### src/rtl/mwmon_pkg.sv
// Package: shared types and decode helper for the serial-EEPROM bus monitor.
// Assumes: two-bit opcode, extended commands chosen by two address MSBs.
package mwmon_pkg;

    typedef enum logic [2:0] {
        CMD_READ  = 3'd0,
        CMD_WRITE = 3'd1,
        CMD_ERASE = 3'd2,
        CMD_WEN   = 3'd3,
        CMD_WDS   = 3'd4,
        CMD_ERAL  = 3'd5,
        CMD_WRAL  = 3'd6,
        CMD_NONE  = 3'd7
    } mw_cmd_e;

    typedef enum logic [1:0] {
        DP_IDLE   = 2'd0,
        DP_STREAM = 2'd1,
        DP_ONCE   = 2'd2
    } mw_dphase_e;

    // Map opcode and extended selector to an instruction code.
    function automatic mw_cmd_e decode_cmd(input logic [1:0] op, input logic [1:0] ext);
        mw_cmd_e c;
        case (op)
            2'b10:   c = CMD_READ;
            2'b01:   c = CMD_WRITE;
            2'b11:   c = CMD_ERASE;
            default: begin
                case (ext)
                    2'b11:   c = CMD_WEN;
                    2'b00:   c = CMD_WDS;
                    2'b10:   c = CMD_ERAL;
                    default: c = CMD_WRAL;
                endcase
            end
        endcase
        return c;
    endfunction

    // Data-phase behaviour implied by an instruction.
    function automatic mw_dphase_e phase_of(input mw_cmd_e c);
        mw_dphase_e p;
        case (c)
            CMD_READ:           p = DP_STREAM;
            CMD_WRITE, CMD_WRAL: p = DP_ONCE;
            default:            p = DP_IDLE;
        endcase
        return p;
    endfunction

endpackage

### src/rtl/mwmon_sync.sv
// Module: multi-bit double-flop synchronizer with edge detection.
// Assumes: each input bit is an independent, slowly changing level;
// rise/fall are single-cycle pulses in the clk domain.
module mwmon_sync #(
    parameter int N      = 4,
    parameter int STAGES = 2
) (
    input  logic         clk,
    input  logic         rst_n,
    input  logic [N-1:0] d_i,
    output logic [N-1:0] lvl_o,
    output logic [N-1:0] rise_o,
    output logic [N-1:0] fall_o
);

    logic [N-1:0] prev_q;

    for (genvar i = 0; i < N; i++) begin : g_bit
        logic [STAGES-1:0] chain_q;
        // Shift the raw input through the synchronizer stages.
        always_ff @(posedge clk) begin
            if (!rst_n) chain_q <= '0;
            else        chain_q <= {chain_q[STAGES-2:0], d_i[i]};
        end
        assign lvl_o[i] = chain_q[STAGES-1];
    end

    // Remember the last synchronized level for edge detection.
    always_ff @(posedge clk) begin
        if (!rst_n) prev_q <= '0;
        else        prev_q <= lvl_o;
    end

    assign rise_o = lvl_o & ~prev_q;
    assign fall_o = ~lvl_o & prev_q;

endmodule

### src/rtl/mwmon_hdr.sv
// Module: frame tracker; finds the start bit, collects opcode and address,
// and issues the end-of-frame report with diagnostic flags.
// Assumes: synchronized levels and single-cycle edge pulses at its inputs.
module mwmon_hdr
    import mwmon_pkg::*;
#(
    parameter int ADDR_W = 8
) (
    input  logic              clk,
    input  logic              rst_n,
    input  logic              cs_rise_i,
    input  logic              cs_fall_i,
    input  logic              sk_rise_i,
    input  logic              si_i,
    input  logic              word_partial_i,
    input  logic              word_taken_i,
    output logic              hdr_full_o,
    output mw_cmd_e           cmd_cur_o,
    output logic              done_o,
    output mw_cmd_e           cmd_o,
    output logic [ADDR_W-1:0] addr_o,
    output logic              short_pkt_o,
    output logic              short_word_o
);

    localparam int HDR_W = 2 + ADDR_W;
    localparam int CNT_W = $clog2(HDR_W + 1);

    logic             active_q;
    logic             started_q;
    logic [CNT_W-1:0] hcnt_q;
    logic [HDR_W-1:0] hsr_q;
    logic             cut_word;

    assign hdr_full_o = (hcnt_q == CNT_W'(HDR_W));
    assign cmd_cur_o  = decode_cmd(hsr_q[HDR_W-1 -: 2], hsr_q[ADDR_W-1 -: 2]);

    // Decide whether the data word of the current instruction was cut off.
    always_comb begin
        case (phase_of(cmd_cur_o))
            DP_STREAM: cut_word = word_partial_i;
            DP_ONCE:   cut_word = !word_taken_i;
            default:   cut_word = 1'b0;
        endcase
    end

    // Track the frame, shift header bits, and report at chip-select fall.
    always_ff @(posedge clk) begin
        if (!rst_n) begin
            active_q     <= 1'b0;
            started_q    <= 1'b0;
            hcnt_q       <= '0;
            hsr_q        <= '0;
            done_o       <= 1'b0;
            cmd_o        <= CMD_NONE;
            addr_o       <= '0;
            short_pkt_o  <= 1'b0;
            short_word_o <= 1'b0;
        end else begin
            done_o       <= 1'b0;
            short_pkt_o  <= 1'b0;
            short_word_o <= 1'b0;
            if (cs_rise_i) begin
                active_q  <= 1'b1;
                started_q <= 1'b0;
                hcnt_q    <= '0;
                hsr_q     <= '0;
            end else if (cs_fall_i && active_q) begin
                done_o       <= 1'b1;
                cmd_o        <= hdr_full_o ? cmd_cur_o : CMD_NONE;
                addr_o       <= hsr_q[ADDR_W-1:0];
                short_pkt_o  <= !hdr_full_o;
                short_word_o <= hdr_full_o && cut_word;
                active_q     <= 1'b0;
                started_q    <= 1'b0;
                hcnt_q       <= '0;
            end else if (active_q && sk_rise_i) begin
                if (!started_q) begin
                    if (si_i) started_q <= 1'b1;
                end else if (!hdr_full_o) begin
                    hsr_q  <= {hsr_q[HDR_W-2:0], si_i};
                    hcnt_q <= hcnt_q + 1'b1;
                end
            end
        end
    end

endmodule

### src/rtl/mwmon_word.sv
// Module: data-phase word assembler; streams memory-line words for reads,
// takes one master-line word for writes, ignores everything else.
// Assumes: hdr_full_i rises only after the last address bit was consumed.
module mwmon_word
    import mwmon_pkg::*;
#(
    parameter int WORD_W = 16
) (
    input  logic              clk,
    input  logic              rst_n,
    input  logic              clear_i,
    input  logic              sk_rise_i,
    input  logic              si_i,
    input  logic              so_i,
    input  logic              hdr_full_i,
    input  mw_cmd_e           cmd_cur_i,
    output logic              word_valid_o,
    output logic              word_dir_o,
    output logic [WORD_W-1:0] word_o,
    output logic              partial_o,
    output logic              taken_o
);

    localparam int WC_W = $clog2(WORD_W);

    logic [WORD_W-1:0] wsr_q;
    logic [WC_W-1:0]   wcnt_q;
    logic              taken_q;
    mw_dphase_e        phase;
    logic              take_bit;
    logic              bit_in;

    assign phase    = phase_of(cmd_cur_i);
    assign bit_in   = (phase == DP_STREAM) ? so_i : si_i;
    assign take_bit = sk_rise_i && hdr_full_i &&
                      ((phase == DP_STREAM) || (phase == DP_ONCE && !taken_q));
    assign partial_o = (wcnt_q != '0);
    assign taken_o   = taken_q;

    // Shift data bits and emit each completed word as a one-cycle strobe.
    always_ff @(posedge clk) begin
        if (!rst_n) begin
            wsr_q        <= '0;
            wcnt_q       <= '0;
            taken_q      <= 1'b0;
            word_valid_o <= 1'b0;
            word_dir_o   <= 1'b0;
            word_o       <= '0;
        end else begin
            word_valid_o <= 1'b0;
            if (clear_i) begin
                wsr_q   <= '0;
                wcnt_q  <= '0;
                taken_q <= 1'b0;
            end else if (take_bit) begin
                if (wcnt_q == WC_W'(WORD_W - 1)) begin
                    word_o       <= {wsr_q[WORD_W-2:0], bit_in};
                    word_valid_o <= 1'b1;
                    word_dir_o   <= (phase == DP_ONCE);
                    wcnt_q       <= '0;
                    if (phase == DP_ONCE) taken_q <= 1'b1;
                end else begin
                    wsr_q  <= {wsr_q[WORD_W-2:0], bit_in};
                    wcnt_q <= wcnt_q + 1'b1;
                end
            end
        end
    end

endmodule

### src/rtl/mwmon_top.sv
// Module: passive serial-EEPROM bus monitor (top).
// Assumes: bus signals are far slower than clk (each level held for at least
// three clk cycles); ADDR_W >= 2 and WORD_W >= 2.
module mwmon_top
    import mwmon_pkg::*;
#(
    parameter int ADDR_W = 8,
    parameter int WORD_W = 16
) (
    input  logic              clk,
    input  logic              rst_n,
    input  logic              cs_i,
    input  logic              sk_i,
    input  logic              si_i,
    input  logic              so_i,
    output logic              done_o,
    output logic [2:0]        cmd_o,
    output logic [ADDR_W-1:0] addr_o,
    output logic              short_pkt_o,
    output logic              short_word_o,
    output logic              word_valid_o,
    output logic              word_dir_o,
    output logic [WORD_W-1:0] word_o
);

    localparam int NSIG = 4;
    localparam int I_CS = 0;
    localparam int I_SK = 1;
    localparam int I_SI = 2;
    localparam int I_SO = 3;

    logic [NSIG-1:0] lvl, rise, fall;
    logic            hdr_full, partial, taken;
    mw_cmd_e         cmd_cur, cmd_rep;

    mwmon_sync #(.N(NSIG), .STAGES(2)) u_sync (
        .clk    (clk),
        .rst_n  (rst_n),
        .d_i    ({so_i, si_i, sk_i, cs_i}),
        .lvl_o  (lvl),
        .rise_o (rise),
        .fall_o (fall)
    );

    mwmon_hdr #(.ADDR_W(ADDR_W)) u_hdr (
        .clk            (clk),
        .rst_n          (rst_n),
        .cs_rise_i      (rise[I_CS]),
        .cs_fall_i      (fall[I_CS]),
        .sk_rise_i      (rise[I_SK]),
        .si_i           (lvl[I_SI]),
        .word_partial_i (partial),
        .word_taken_i   (taken),
        .hdr_full_o     (hdr_full),
        .cmd_cur_o      (cmd_cur),
        .done_o         (done_o),
        .cmd_o          (cmd_rep),
        .addr_o         (addr_o),
        .short_pkt_o    (short_pkt_o),
        .short_word_o   (short_word_o)
    );

    mwmon_word #(.WORD_W(WORD_W)) u_word (
        .clk          (clk),
        .rst_n        (rst_n),
        .clear_i      (rise[I_CS] | fall[I_CS]),
        .sk_rise_i    (rise[I_SK]),
        .si_i         (lvl[I_SI]),
        .so_i         (lvl[I_SO]),
        .hdr_full_i   (hdr_full),
        .cmd_cur_i    (cmd_cur),
        .word_valid_o (word_valid_o),
        .word_dir_o   (word_dir_o),
        .word_o       (word_o),
        .partial_o    (partial),
        .taken_o      (taken)
    );

    assign cmd_o = cmd_rep;

endmodule

### config.mk
export PLATFORM = sky130hd
export DESIGN_NAME = mwmon_top
export DESIGN_NICKNAME = d
export VERILOG_FILES = /design/src/rtl/mwmon_pkg.sv /design/src/rtl/mwmon_sync.sv /design/src/rtl/mwmon_hdr.sv /design/src/rtl/mwmon_word.sv /design/src/rtl/mwmon_top.sv
export SDC_FILE = /design/constraint.sdc
export NUM_CORES = 1
export LEC_CHECK = 0
export CAP_MARGIN = 10
export CORE_ASPECT_RATIO = 2
export CORE_MARGIN = 4
export CORE_UTILIZATION = 45
export CTS_CLUSTER_SIZE = 10
export DETAILED_ROUTE_END_ITERATION = 8
export PLACE_DENSITY = 0.66
export SYNTH_ARGS = -nofsm -noshare
export SYNTH_HDL_FRONTEND = slang
export SYNTH_HIERARCHICAL = 1
export SYNTH_SLANG_ARGS = --single-unit
export TNS_END_PERCENT = 5
### constraint.sdc
create_clock -name clk -period 2.38 [get_ports clk]
set_input_delay 0.476 -clock clk [delete_from_list [all_inputs] [get_ports clk]]
set_output_delay 0.476 -clock clk [all_outputs]
set_load 0.01 [all_outputs]
Word level (Yosys, flattened, before mapping)
Index checks and enable logic that the tools add are counted.
{"block": "word_totals", "register_bits": 78, "input_bits": 6, "elab_cells": 83}
{"block": "classes", "addsub": 2, "n_eq_ne": 11, "mux": 13, "n_bitwise": 12, "n_reduce_logical": 25}
{"operator": "3-bit one-hot mux with 3 select lines", "n": 2}
{"operator": "2-bit equality test (second input constant)", "n": 5}
{"operator": "3-bit AND reduction", "n": 3}
{"operator": "3-bit OR reduction", "n": 3}
{"operator": "4-bit by 1-bit adder with 4-bit output (second input constant)", "n": 2}
{"operator": "4-bit equality test (second input constant)", "n": 2}
{"operator": "1-bit inverter", "n": 8}
{"operator": "1-bit 2-to-1 mux", "n": 7}
{"operator": "1-bit logical AND", "n": 6}
{"operator": "2-bit OR reduction", "n": 3}
{"operator": "2-bit by 1-bit equality test with 1-bit output (second input constant)", "n": 2}
{"operator": "4-bit 2-to-1 mux", "n": 1}
{"operator": "2-bit one-hot mux with 2 select lines", "n": 1}
{"operator": "2-bit AND reduction", "n": 2}
{"operator": "4-bit AND reduction", "n": 1}
{"operator": "4-bit nonzero test", "n": 1}
{"operator": "3-bit by 1-bit equality test with 1-bit output (second input constant)", "n": 1}
{"operator": "3-bit equality test (second input constant)", "n": 1}
{"operator": "3-bit zero test", "n": 1}
{"operator": "3-bit 2-to-1 mux", "n": 1}
{"operator": "2-bit bitwise AND", "n": 1}
{"operator": "1-bit zero test", "n": 2}
{"operator": "2-bit zero test", "n": 1}
{"operator": "2-bit inverter", "n": 1}
{"operator": "other kinds (5)", "n": 5}

Depth between registers and ports, before layout
{"block": "logic_depth", "depth_word": 12, "depth_mapped": 10, "ltp_nobuf": 7}

Cells and area by module
The synthesis kept the hierarchy.
{"module": "mwmon_word", "n_inst": 1, "cells_per_inst": 167, "area_each_um2": 1570.3}
{"module": "mwmon_hdr", "n_inst": 1, "cells_per_inst": 131, "area_each_um2": 1214.9}
{"module": "mwmon_sync", "n_inst": 1, "cells_per_inst": 37, "area_each_um2": 416.6}
{"module": "mwmon_top", "n_inst": 1, "cells_per_inst": 1, "area_each_um2": 6.3}

Least setup slack after synthesis
Ideal clock, no wire load.
{"block": "synth_timing", "path_type": "reg2reg", "start": "reg u_hdr.hsr_q[9]", "end": "reg u_word.wsr_q[0]", "t_arrival_ns": 1.941, "required_ns": 2.313, "slack_ns": 0.372, "path_stages_with_launch": 7, "n_path_buf": 1, "period_less_slack_ns": 2.008, "cell_sequence": "dfxtp_1 clkbuf_1 a211oi_1 and4bb_4 o21ai_2 or4_4 o21ai_2"}
{"block": "synth_between", "elab_chain_cells": 10, "elab_cells_between_ends": 16, "classes_between": "eq/ne (7); mux (3); reduce/logical (6)"}
{"element": "start, declared", "line_no": "mwmon_hdr.sv:32", "rtl": "logic [HDR_W-1:0] hsr_q;"}
{"element": "start signal, assigned", "line_no": "mwmon_hdr.sv:81", "rtl": "hsr_q <= {hsr_q[HDR_W-2:0], si_i};"}
{"element": "2-bit equality test or 2-bit by 1-bit equality test with 1-bit output (tied branches)", "line_no": "mwmon_pkg.sv:25", "rtl": "case (op)"}
{"element": "3-bit one-hot mux with 3 select lines *", "line_no": "mwmon_pkg.sv:25"}
{"element": "net cmd_cur[2]", "line_no": "mwmon_top.sv:34", "rtl": "mw_cmd_e cmd_cur, cmd_rep;"}
{"element": "3-bit by 1-bit equality test with 1-bit output or 3-bit equality test (tied branches)", "line_no": "mwmon_pkg.sv:44", "rtl": "case (c)"}
{"element": "2-bit OR reduction", "line_no": "mwmon_pkg.sv:44"}
{"element": "2-bit one-hot mux with 2 select lines *", "line_no": "mwmon_pkg.sv:44"}
{"element": "2-bit equality test", "line_no": "mwmon_word.sv:36", "rtl": "((phase == DP_STREAM) || (phase == DP_ONCE && !taken_q));"}
{"element": "1-bit logical AND", "line_no": "mwmon_word.sv:36"}
{"element": "1-bit logical OR", "line_no": "mwmon_word.sv:36"}
{"element": "1-bit logical AND", "line_no": "mwmon_word.sv:35", "rtl": "assign take_bit = sk_rise_i && hdr_full_i &&"}
{"element": "2-bit AND reduction (no line)"}
{"element": "end signal, assigned", "line_no": "mwmon_word.sv:63", "rtl": "wsr_q <= {wsr_q[WORD_W-2:0], bit_in};"}
{"element": "end, declared", "line_no": "mwmon_word.sv:26", "rtl": "logic [WORD_W-1:0] wsr_q;"}
The timed path passes the listed nets; every way through them passes the cells marked *.
A chain may end at the register's enable or synchronous reset.

Worst setup path after layout
Ends and elaborated chain as after synthesis.

==> flow_summary.json <==
{
  "status": "finished clean",
  "cp_cell_sequence": "nor3b_1, a21o_1, a211oi_2, o21ai_2, or4_4, o21ai_2",
  "cts_resized": 0,
  "diodes": 0,
  "root_buffer": "clkbuf_16",
  "cp_common_cell": "o21ai_2",
  "max_stage_delay_ns": 0.54,
  "fin_skew_ns": 0.00514,
  "wl_um": 6060,
  "synth.avg_cell_area_um2": 9.56,
  "final_nets": 379,
  "critPathLaunchType": "flop",
  "slew_headroom_pct": 69.2,
  "fin_crit_sh_pct": 84.2,
  "drt_iter0_markers": 101,
  "fmax_mhz": 499,
  "cts_sinks": 78,
  "drtPass1Iterations": 5,
  "die_w_um": 66.8,
  "final_antenna_net_count": 0,
  "die-area_um2": 8380,
  "layout-drive-gt1-share_pct": 11.5,
  "area_growth_syn_to_layout_pct": 25.6,
  "finalSetupViolCount": 0,
  "syn-instance-count": 325,
  "layout_min_cycle_time_ns": 2.00,
  "clk_path_buf_depth": 2,
  "first_global_vias": 2262,
  "antenna_found_initial": 0,
  "ir_drop_v": 0.000630,
  "required_ns": 2.66,
  "postCtsHoldBufs": 0,
  "crit_type": "reg2reg",
  "pin_count": 38,
  "numCtsBuffers": 9,
  "initial_core_util_pct": 46.6,
  "reg2reg_depth": 6,
  "finalPower_mw": 2.89,
  "drc": 0,
  "min-delay-start": "u_sync/g_bit[1].chain_q[0]",
  "rr_startpoint": "u_hdr/hsr_q[9]",
  "rrSetupSlack_ns": 0.38,
  "worstReg2RegEnd": "u_word/wsr_q[0]",
  "cts_tree": "yes",
  "clock_latency_ns": 0.34,
  "vias": 2360,
  "max_cap_violations": 0,
  "power.density_nw_per_um2": 740,
  "gp_congestion": 0.767,
  "cp_slowest_cell": "or4_4",
  "setup_tns_ns": 0,
  "clkTransAtPathRegs_ns": 0.06,
  "port_buffers": 37,
  "hold_path_end": "u_sync/g_bit[1].chain_q[1]",
  "crit_fanout": 9,
  "p_leak_nw": 1.45,
  "track_usage_pct": 16.3,
  "post-cts-setup-buffer-count": 0,
  "ctsHtreeMaxLevel": 3,
  "finalHoldViolations": 0,
  "std_cell_rows": 42,
  "core_um2": 6670,
  "crit_path_end_kind": "flop",
  "drv_slew": 0,
  "rsz0062_at_grt": "false",
  "grt_pass1_wl_um": 10300,
  "hp-class": "reg2reg",
  "syn-num-nets": 335,
  "hold_ws_ns": 0.443,
  "syn_area_um2": 3110,
  "crit_arrival_ns": 2.28,
  "viasPerCell": 5.11,
  "fp.dieH_um": 126,
  "dp_hpwl_um": 4400,
  "yosys_warnings": 6,
  "grt_max_degree": 20,
  "routedWlPerCell_um": 13.1,
  "grt_overflow": 0,
  "worst_pin_slew_ns": 0.461,
  "worstHoldPathCells": 1
}
==> where the power goes <==
part / switching [mW] / internal, mW
Sequential: 0.00367 / 1.31
Clock: 0.508 / 1.00
Combinational: 0.0327 / 0.0286
==> cells in the final DEF (no fill, tap or decap), drive strengths merged, types with 8 or more instances in the layout <==
cell and n:
clkbuf 13, o21ai 10, a21boi 23, and2 13, buf 13, clkdlybuf4s50 37
dfxtp 78, nor2 10, nand2 79, nor2b 8, mux2i 25
==> registers in the layout, summed over array words and instances (netlist names) <==
register,cells
u_hdr/started_q,1
u_word/wsr_q,15
u_word/taken_o,1
u_word/word_valid_o,1
u_sync/prev_q,2
u_hdr/short_word_o,1
u_hdr/addr_o,8
u_word/word_o,16
u_hdr/active_q,1
u_word/word_dir_o,1
u_sync/g_bit.chain_q,8
u_hdr/short_pkt_o,1
u_word/wcnt_q,4
u_hdr/cmd_o,3
u_hdr/hsr_q,10
u_hdr/hcnt_q,4
u_hdr/done_o,1
==> layer usage <==
layer | up-vias | global-route usage, % | wire (um)
met5 | - | 0 | 0
met4 | 0 | 8.50 | 191
met3 | 18 | 6.37 | 280
met2 | 49 | 28.3 | 3320
met1 | 1110 | 16.1 | 2270
li1 | 1183 | - | -
==> per-stage QoR <==
stage	setup WS (ns)	area [um2]	util, %	std cells
after floorplan	0.372	3110	-	325
after global placement	0.425	3570	53.5	446
after detailed placement	0.384	3570	53.5	446
after CTS	0.374	3900	58.5	462
after global routing	0.189	3900	58.5	462
final	0.376	3900	58.5	462
==> how the worst max path moves through the flow <==
| stage | start | endpoint | slack (ns) | cells after the start |
|---|---|---|---|---|
| 3_5_place_dp | u_hdr/hsr_q[9] | u_word/wsr_q[0] | 0.38 | 6 |
| 3_3_place_gp | u_hdr/hsr_q[9] | u_word/wsr_q[0] | 0.43 | 6 |
| 4_1_cts | u_hdr/hsr_q[9] | u_word/wsr_q[0] | 0.37 | 6 |
| 6_report | u_hdr/hsr_q[9] | u_word/wsr_q[0] | 0.38 | 6 |
| 2_1_floorplan | u_hdr/hsr_q[9] | u_word/wsr_q[0] | 0.37 | 6 |
| 5_1_grt | u_hdr/hsr_q[9] | u_word/wsr_q[10] | 0.19 | 7 |
==> final cells by class <==
class	instances	area, um2
clock buffer	13	270
clock inverter	3	65.1
fill	615	2770
inverter	5	18.8
multi-input combinational	225	1410
sequential	78	1560
tap	88	110
timing repair buffer	50	468
==> worst max-delay path, delay by kind of cell (launching register included) <==
kind,cells,cell delay (ns)
and+or+nand+nor,2,0.62
DFF,1,0.44
AOI/OAI and AO/OA,4,0.87
Power figures use the tool's default switching activity.
